<file path="config.mk">
export PLATFORM = sky130hd
export DESIGN_NAME = fdc_drive_tracker
export DESIGN_NICKNAME = d
export VERILOG_FILES = /design/src/rtl/fdc_trk_pkg.sv /design/src/rtl/fdc_trk_drive.sv /design/src/rtl/fdc_trk_pick.sv /design/src/rtl/fdc_drive_tracker.sv
export SDC_FILE = /design/constraint.sdc
export NUM_CORES = 1
export LEC_CHECK = 0
export ABC_CLOCK_PERIOD_IN_PS = 2390
export BUFFER_PORTS_ARGS = -buffer_cell sky130_fd_sc_hd__buf_2
export CAP_MARGIN = 20
export CORE_ASPECT_RATIO = 0.9
export CORE_MARGIN = 5
export CORE_UTILIZATION = 30
export CTS_CLUSTER_DIAMETER = 150
export CTS_CLUSTER_SIZE = 28
export DETAILED_ROUTE_END_ITERATION = 8
export PLACE_DENSITY = 0.5
export SYNTH_ARGS = -nofsm -noshare
export SYNTH_HDL_FRONTEND = slang
export SYNTH_SLANG_ARGS = --single-unit
</file>
<file path="constraint.sdc">
create_clock -name clk -period 2.39 [get_ports clk]
set_clock_uncertainty 0.15 [all_clocks]
set_input_delay 0.478 -clock clk [delete_from_list [all_inputs] [get_ports clk]]
set_output_delay 0.478 -clock clk [all_outputs]
set_load 0.02 [all_outputs]
</file>
<file path="src/rtl/fdc_trk_pkg.sv">
package fdc_trk_pkg;

  typedef enum logic [1:0] {
    OP_SEEK      = 2'd0,
    OP_RECAL     = 2'd1,
    OP_SENSE_INT = 2'd2,
    OP_SENSE_DRV = 2'd3
  } trk_op_e;

  localparam logic [7:0] ST0_SEEK_END = 8'h20;
  localparam logic [7:0] ST3_TRACK0   = 8'h10;
  localparam logic [7:0] ST3_READY    = 8'h20;

endpackage

</file>
<file path="src/rtl/fdc_trk_drive.sv">
module fdc_trk_drive #(
  parameter int TRACK_W = 8,
  parameter int DRV_IDX = 0
) (
  input  logic               clk,
  input  logic               rst,
  input  logic               move_en,
  input  logic [TRACK_W-1:0] move_cyl,
  input  logic               disk_present,
  input  logic               disk_insert,
  input  logic               ack,
  output logic [TRACK_W-1:0] track,
  output logic               ready,
  output logic               pending,
  output logic [7:0]         st0
);
  import fdc_trk_pkg::*;

  localparam logic [7:0] ST0_DONE = 8'(DRV_IDX) | ST0_SEEK_END;

  always_ff @(posedge clk) begin
    if (rst) begin
      track   <= '0;
      ready   <= 1'b0;
      pending <= 1'b0;
      st0     <= '0;
    end else if (move_en) begin
      track   <= move_cyl;
      ready   <= disk_present;
      pending <= 1'b1;
      st0     <= ST0_DONE;
    end else begin
      if (disk_insert) ready <= 1'b0;
      if (ack) begin
        pending  <= 1'b0;
        st0[7:6] <= 2'b00;
      end
    end
  end

endmodule

</file>
<file path="src/rtl/fdc_trk_pick.sv">
module fdc_trk_pick #(
  parameter int NUM_DRIVES = 4,
  parameter int DRV_W      = 2
) (
  input  logic [NUM_DRIVES-1:0] pending,
  input  logic [DRV_W-1:0]      last_idx,
  output logic [DRV_W-1:0]      sel_idx,
  output logic [NUM_DRIVES-1:0] grant
);
  always_comb begin
    sel_idx = last_idx;
    grant   = '0;
    for (int i = NUM_DRIVES - 1; i >= 0; i--) begin
      if (pending[i]) begin
        sel_idx = DRV_W'(i);
        grant   = NUM_DRIVES'(1) << i;
      end
    end
  end

endmodule

</file>
<file path="src/rtl/fdc_drive_tracker.sv">
module fdc_drive_tracker #(
  parameter int NUM_DRIVES = 4,
  parameter int TRACK_W    = 8,
  localparam int DRV_W     = (NUM_DRIVES > 1) ? $clog2(NUM_DRIVES) : 1
) (
  input  logic                  clk,
  input  logic                  rst,
  input  logic                  cmd_valid,
  input  logic [1:0]            cmd_op,
  input  logic [DRV_W-1:0]      cmd_drive,
  input  logic                  cmd_head,
  input  logic [TRACK_W-1:0]    cmd_cyl,
  input  logic [NUM_DRIVES-1:0] disk_present,
  input  logic [NUM_DRIVES-1:0] disk_insert,
  output logic                  res_valid,
  output logic [1:0]            res_count,
  output logic [7:0]            res_byte0,
  output logic [7:0]            res_byte1,
  output logic                  irq
);
  import fdc_trk_pkg::*;

  logic [TRACK_W-1:0]    trk   [NUM_DRIVES];
  logic [7:0]            st0   [NUM_DRIVES];
  logic [NUM_DRIVES-1:0] rdy_vec;
  logic [NUM_DRIVES-1:0] pend_vec;
  logic [NUM_DRIVES-1:0] move_vec;
  logic [NUM_DRIVES-1:0] ack_vec;
  logic [NUM_DRIVES-1:0] grant;
  logic [DRV_W-1:0]      last_idx;
  logic [DRV_W-1:0]      sel_idx;
  logic                  is_move;
  logic                  is_sint;
  logic                  is_sdrv;
  logic [TRACK_W-1:0]    move_cyl;
  logic                  irq_d;

  trk_op_e op;
  assign op       = trk_op_e'(cmd_op);
  assign is_move  = cmd_valid && (op == OP_SEEK || op == OP_RECAL);
  assign is_sint  = cmd_valid && (op == OP_SENSE_INT);
  assign is_sdrv  = cmd_valid && (op == OP_SENSE_DRV);
  assign move_cyl = (op == OP_SEEK) ? cmd_cyl : '0;

  fdc_trk_pick #(.NUM_DRIVES(NUM_DRIVES), .DRV_W(DRV_W)) u_pick (
    .pending  (pend_vec),
    .last_idx (last_idx),
    .sel_idx  (sel_idx),
    .grant    (grant)
  );

  for (genvar g = 0; g < NUM_DRIVES; g++) begin : g_drv
    assign move_vec[g] = is_move && (cmd_drive == DRV_W'(g));
    assign ack_vec[g]  = is_sint && (sel_idx == DRV_W'(g));

    fdc_trk_drive #(.TRACK_W(TRACK_W), .DRV_IDX(g)) u_drv (
      .clk          (clk),
      .rst          (rst),
      .move_en      (move_vec[g]),
      .move_cyl     (move_cyl),
      .disk_present (disk_present[g]),
      .disk_insert  (disk_insert[g]),
      .ack          (ack_vec[g]),
      .track        (trk[g]),
      .ready        (rdy_vec[g]),
      .pending      (pend_vec[g]),
      .st0          (st0[g])
    );
  end

  assign irq_d = (|(pend_vec & ~ack_vec)) | is_move;

  always_ff @(posedge clk) begin
    if (rst) begin
      res_valid <= 1'b0;
      res_count <= 2'd0;
      res_byte0 <= '0;
      res_byte1 <= '0;
      last_idx  <= '0;
      irq       <= 1'b0;
    end else begin
      res_valid <= cmd_valid;
      irq       <= irq_d;
      if (is_move) begin
        res_count <= 2'd0;
      end else if (is_sint) begin
        res_count <= 2'd2;
        res_byte0 <= st0[sel_idx];
        res_byte1 <= 8'(trk[sel_idx]);
        last_idx  <= sel_idx;
      end else if (is_sdrv) begin
        res_count <= 2'd1;
        res_byte0 <= 8'({cmd_head, cmd_drive})
                   | ((trk[cmd_drive] == '0) ? ST3_TRACK0 : 8'h00)
                   | (rdy_vec[cmd_drive] ? ST3_READY : 8'h00);
        res_byte1 <= '0;
      end
    end
  end

endmodule

</file>
### Yosys cells after proc, flatten, opt, wreduce, memory -nomap -nowiden

Index checks and enable logic that the tools add are counted.

* word-level logic and storage cells: 113
* register bits: 66
* output and inout port bits: 20

* order comparisons: 3
* reduce and logical (&&, ||, !) cells: 30
* equal/unequal tests: 9
* multiplexer cells: 40
* bitwise operators: 8

Operators by type and width (count)
* $mux 8: 11
* $bmux 8 s2: 3
* $reduce_bool 2->1: 9
* $mux 1: 17
* $eq 2x2->1 const B: 6
* $mux 2: 6
* $logic_and 1x1->1: 11
* $logic_not 8->1: 1
* $eq 2x1->1 const B: 3
* $ge 3x3->1 const B: 2
* $logic_not 2->1: 3
* $mux 6: 1
* $not 2->3: 2
* $or 5x6->6: 1
* $mux 5: 1
* $or 3x5->5: 1
* $and 4x4->4: 1
* $not 4->4: 1
* $reduce_and 2->1: 2
* $reduce_or 4->1: 1
* $lt 2x3->1 const B: 1
* $reduce_or 3->1: 1
* $bmux 1 s2: 1
* $reduce_or 2->1: 1
* other kinds (3): 3

### Logic depth before layout (Yosys ltp)

* word-level depth: 10
* depth in mapped cells: 7

### Hierarchy

Synthesis repeated with hierarchy kept, for this count alone.

* cells, all modules: 334
* area, all modules: 3303.2 um^2

Modules (own cells, without submodules)
* fdc_trk_drive: seq. area each 220.2 um^2, instances 4, area each 437.9 um^2, cells each 45
* fdc_drive_tracker: seq. area each 440.4 um^2, instances 1, area each 1491.4 um^2, cells each 145
* fdc_trk_pick: seq. area each 0.0 um^2, instances 1, area each 60.1 um^2, cells each 9

### Worst setup path before layout

OpenSTA, ideal clock, no wires.

* kind: input-to-reg
* from: input cmd_drive[0]
* to: register g_drv[3].u_drv.ready
* setup time: 132 ps
* slack: 628 ps
* arrival: 1480 ps
* stages: 6
* path through: clkbuf_1 -> nand2_1 -> or2_2 -> clkbuf_1 -> nand3b_1 -> a21oi_1

* cells in the longest elaborated chain, start to end: 3

Ends and longest elaborated chain
* start, declared: RTL line fdc_drive_tracker.sv:10 `input logic [DRV_W-1:0] cmd_drive,`
* $eq 2x2->1 (*): RTL line fdc_drive_tracker.sv:53 `assign move_vec[g] = is_move && (cmd_drive == DRV_W'(g));`
* $logic_and 1x1->1 (*): RTL line fdc_drive_tracker.sv:53
* $mux 1 / $reduce_bool 2->1 (equally long branches)
* end signal, assigned: RTL line fdc_trk_drive.sv:29 `ready <= disk_present;`
* end, declared: RTL line fdc_trk_drive.sv:13 `output logic ready,`

Mark *: on every way between the ends. The rest lies on a longest branch, timed or not.
A chain may end at the register's enable or synchronous reset.

### Final worst setup path

* from: register g_drv[1].u_drv.pending
* to: register res_byte0[0]

* cells in the longest elaborated chain, start to end: 7

Ends and longest elaborated chain
* start, declared: RTL line fdc_trk_drive.sv:14 `output logic pending,`
* start signal, assigned: RTL line fdc_trk_drive.sv:25 `pending <= 1'b0;`
* start signal, assigned: RTL line fdc_trk_drive.sv:30 `pending <= 1'b1;`
* start signal, assigned: RTL line fdc_trk_drive.sv:35 `pending <= 1'b0;`
* $mux 2 (2 in series): RTL line fdc_trk_pick.sv:14 `if (pending[i]) begin`
* $not 2->3 (implied by the code): RTL line fdc_drive_tracker.sv:88 `res_byte0 <= st0[sel_idx];`
* $bmux 8 s2: RTL line fdc_drive_tracker.sv:88
* $mux 8 (implied by the code) (2 in series): RTL line fdc_drive_tracker.sv:88
* $mux 8: RTL line fdc_drive_tracker.sv:86 `end else if (is_sint) begin`
* end signal, assigned: RTL line fdc_drive_tracker.sv:88
* end signal, assigned: RTL line fdc_drive_tracker.sv:93 `res_byte0 <= 8'({cmd_head, cmd_drive})`
* end, declared: RTL line fdc_drive_tracker.sv:17 `output logic [7:0] res_byte0,`

Every way passes these cells. The select of a mux whose other input is x is not followed.

==> key figures <==
Run status
  – Status: finished, final reports clean

STA
  – Setup violators final: 0
  – Tcrit/Tclk final: 83.82%
  – Setup TNS: 0 ns
  – RSZ-0062 raised after global routing: false
  – Fmax: 499.2 MHz
  – Slew headroom: 63.40%
  – Worst Tran Pin Value: around 0.55 ns
  – Final Hold Vio Count: 0
  – Final Slew Violations: 0
  – Minimum clock period: 2.003 ns

Clocking
  – Worst-path clk slew: 0.06 ns
  – CTS buffer count: 9
  – Clock latency on the worst-skew pair: 0.34 ns
  – Postcts setup bufs: 0
  – PostCTS Resize Cnt: 0
  – Post-CTS Hold Fix Bufs: 0
  – Clk buf depth: 2
  – CTS H-tree lvls: 3
  – Clk sink count: 63
  – CTS tree: yes
  – CTS root buf: clkbuf_8

Drt
  – Iter 0 DRT Violations: 213
  – WL/cell: 16.45 um
  – Vias: about 2500
  – Vias per cell: between 5 and 6
  – Antenna Nets Post-Route: 0
  – DRC: 0
  – DRT Wirelength: 7913 um
  – First-pass DRT Iterations: 4

Global route
  – Initial antenna violation count: 0
  – Vias in the first global route: roughly 2400
  – Gr ovfl total: 0
  – Largest net degree at the start of global routing: 38
  – All-Layer GR Usage: 14.50%
  – First-pass GRT wire length: 12830 um

Synthesis
  – Ranking of synthesized cells by area: dfxtp_1, a21oi_1, nand3_1
  – Post-Syn Area: roughly 2700 sq um
  – Prevailing post-synth register cell: dfxtp_1
  – Post-synthesis cell count: 317
  – FF+latch count, synth: 63
  – Yosys cell types: between 40 and 50
  – Mapped Avg Cell Area: 8.640 sq um
  – Seq/Total Area, Yosys: between 40 and 50%
  – Number of synthesized flops with an enable pin: 0
  – Async SR Flop Fraction: 0%
  – Yosys warns: 0
  – Synth top area share: 46.05%
  – Yosys top cell by area: dfxtp_1

Floorplan
  – Die height: 100.6 um
  – Row cnt: 33
  – Core region area: about 9000 sq um
  – Ports: 44
  – Die Wd: 110.7 um
  – Die area: between 10000 and 15000 sq um
  – Starting Density: 30.43%

Cells and area
  – Layout area overhead: 18.68%
  – Commonest non-fill, non-tap cell in the layout: dfxtp_1
  – Final instance area: around 3300 sq um
  – Fillers: 999
  – N_diodes: 0
  – Storage cell area: 1261 sq um
  – Share of layout cells above drive strength 1: between 20% and 30%
  – Commonest cells after routing, fill and taps aside: dfxtp_1, a21oi_1, nand2_1
  – Nets: between 300 and 400
  – Area used by multi-input combinational logic: 1343 sq um

Pwr
  – Leak: between 0.001 and 0.0015 uW
  – Power Density: 699.2 nW/um^2
  – Total power: 2273 uW
  – VDD IR max: 219.4 uV

Setup path
  – WS Path Type: flip-flop to flip-flop
  – Critical path startpoint category: flip-flop
  – R2r endpoint: res_byte0[0]
  – Worst EP arrival: 2.08 ns
  – CP startpoint: g_drv[1].u_drv.pending
  – R2R depth: 4
  – Reg2reg start: g_drv[1].u_drv.pending
  – Worst setup EP type: flip-flop
  – Maximum fanout along the worst path: 10
  – Worst Path Required: 2.46 ns
  – Worst reg-to-reg setup slack: 0.39 ns

Placement
  – Placed cell area: 3039 sq um
  – Port bufs: 40
  – Routability cong.: 0.7979
  – Detail Placement HPWL: about 5700 um

Min path
  – Min-Delay Endpoint: g_drv[3].u_drv.ready
  – Worst hold path class: input pin to flip-flop
  – Hold Path Cell Cnt: 3
  – Hold Crit Start: disk_present[3]

Run
  – Max Cap Viol: 0
state kept, by name, summed over array words and instances (netlist names):
signal               cells
res_byte0                5
last_idx                 2
res_count                2
res_valid                1
irq                      1
g_drv.u_drv.ready        4
g_drv.u_drv.st0          4
res_byte1                8
g_drv.u_drv.pending      4
g_drv.u_drv.track       32
layout make-up:
class / instances / area share [%]
Clock buffer: 11 / 4.350
Clock inverter: 4 / 2.156
Inverter: 4 / 0.4619
Multi-Input combinational cell: 228 / 41.30
Sequential cell: 63 / 38.80
Tap cell: 122 / 4.696
Timing Repair Buffer: 49 / 8.237
where the power goes:
part	internal, uW	switching, uW	total [uW]	leakage (uW)
combinational	58.1	126	184	0.000583
clock	607	401	1010	0.000109
sequential	1070	13.1	1080	0.000510
total	1730	540	2270	0.00120
cells in the mapped netlist (4+ instances only):
| cell | number |
|---|---|
| dfxtp_1 | 63 |
| a21oi_1 | 51 |
| nand2_1 | 42 |
| nand3_1 | 34 |
| nor2_1 | 17 |
| a22o_1 | 14 |
| clkbuf_1 | 12 |
| a221o_1 | 8 |
| nand3b_1 | 7 |
| buf_4 | 6 |
| nor4_1 | 6 |
| inv_1 | 4 |
| nand2b_1 | 4 |
logic make-up (layout without fill, tap and decap cells):
group           count (synthesis)  after routing  synth area share [%]
compound gates                 96             96                 23.89
buf+inv                        28             68                 5.299
flops                          63             63                 46.05
mux                             1              1                0.8222
other cells                     1              3                0.1369
simple gates                  128            128                 23.80
through the flow:
step	instances	setup slack [ns]	util, %	hold WS, ns
after floorplan	319	0.6282	-	0.2823
after global placement	466	0.3730	33.76	0.2886
after detailed placement	466	0.3425	33.76	0.3051
after CTS	481	0.4130	36.11	0.2182
after global routing	481	0.3027	36.11	0.2329
final	481	0.3866	36.11	0.2309
worst max-delay path by stage:
stage / cells after the start / end / slack, ns
5_1_grt: 4 / res_byte0[0] / 0.30
3_5_place_dp: 5 / res_byte1[5] / 0.34
6_report: 4 / res_byte0[0] / 0.39
3_3_place_gp: 5 / res_byte1[5] / 0.37
2_1_floorplan: 6 / g_drv[3].u_drv.ready / 0.63
4_1_cts: 4 / res_byte0[0] / 0.41
worst max-delay path: stages, from the launching register on:
cell and delay [ns]:
dfxtp_1 0.37, or2_1 0.37, nor3_4 0.42, a221oi_1 0.22, o41ai_1 0.36
routing by layer:
metal	global-route usage, %	part of all wire, %	vias up
met1	21.23	47	1146
li1	-	-	1226
met4	5.777	1.8	0
met2	21.18	44	78
met3	2.461	6.8	12
met5	0	0	-
(Power assumes the default switching activity.)
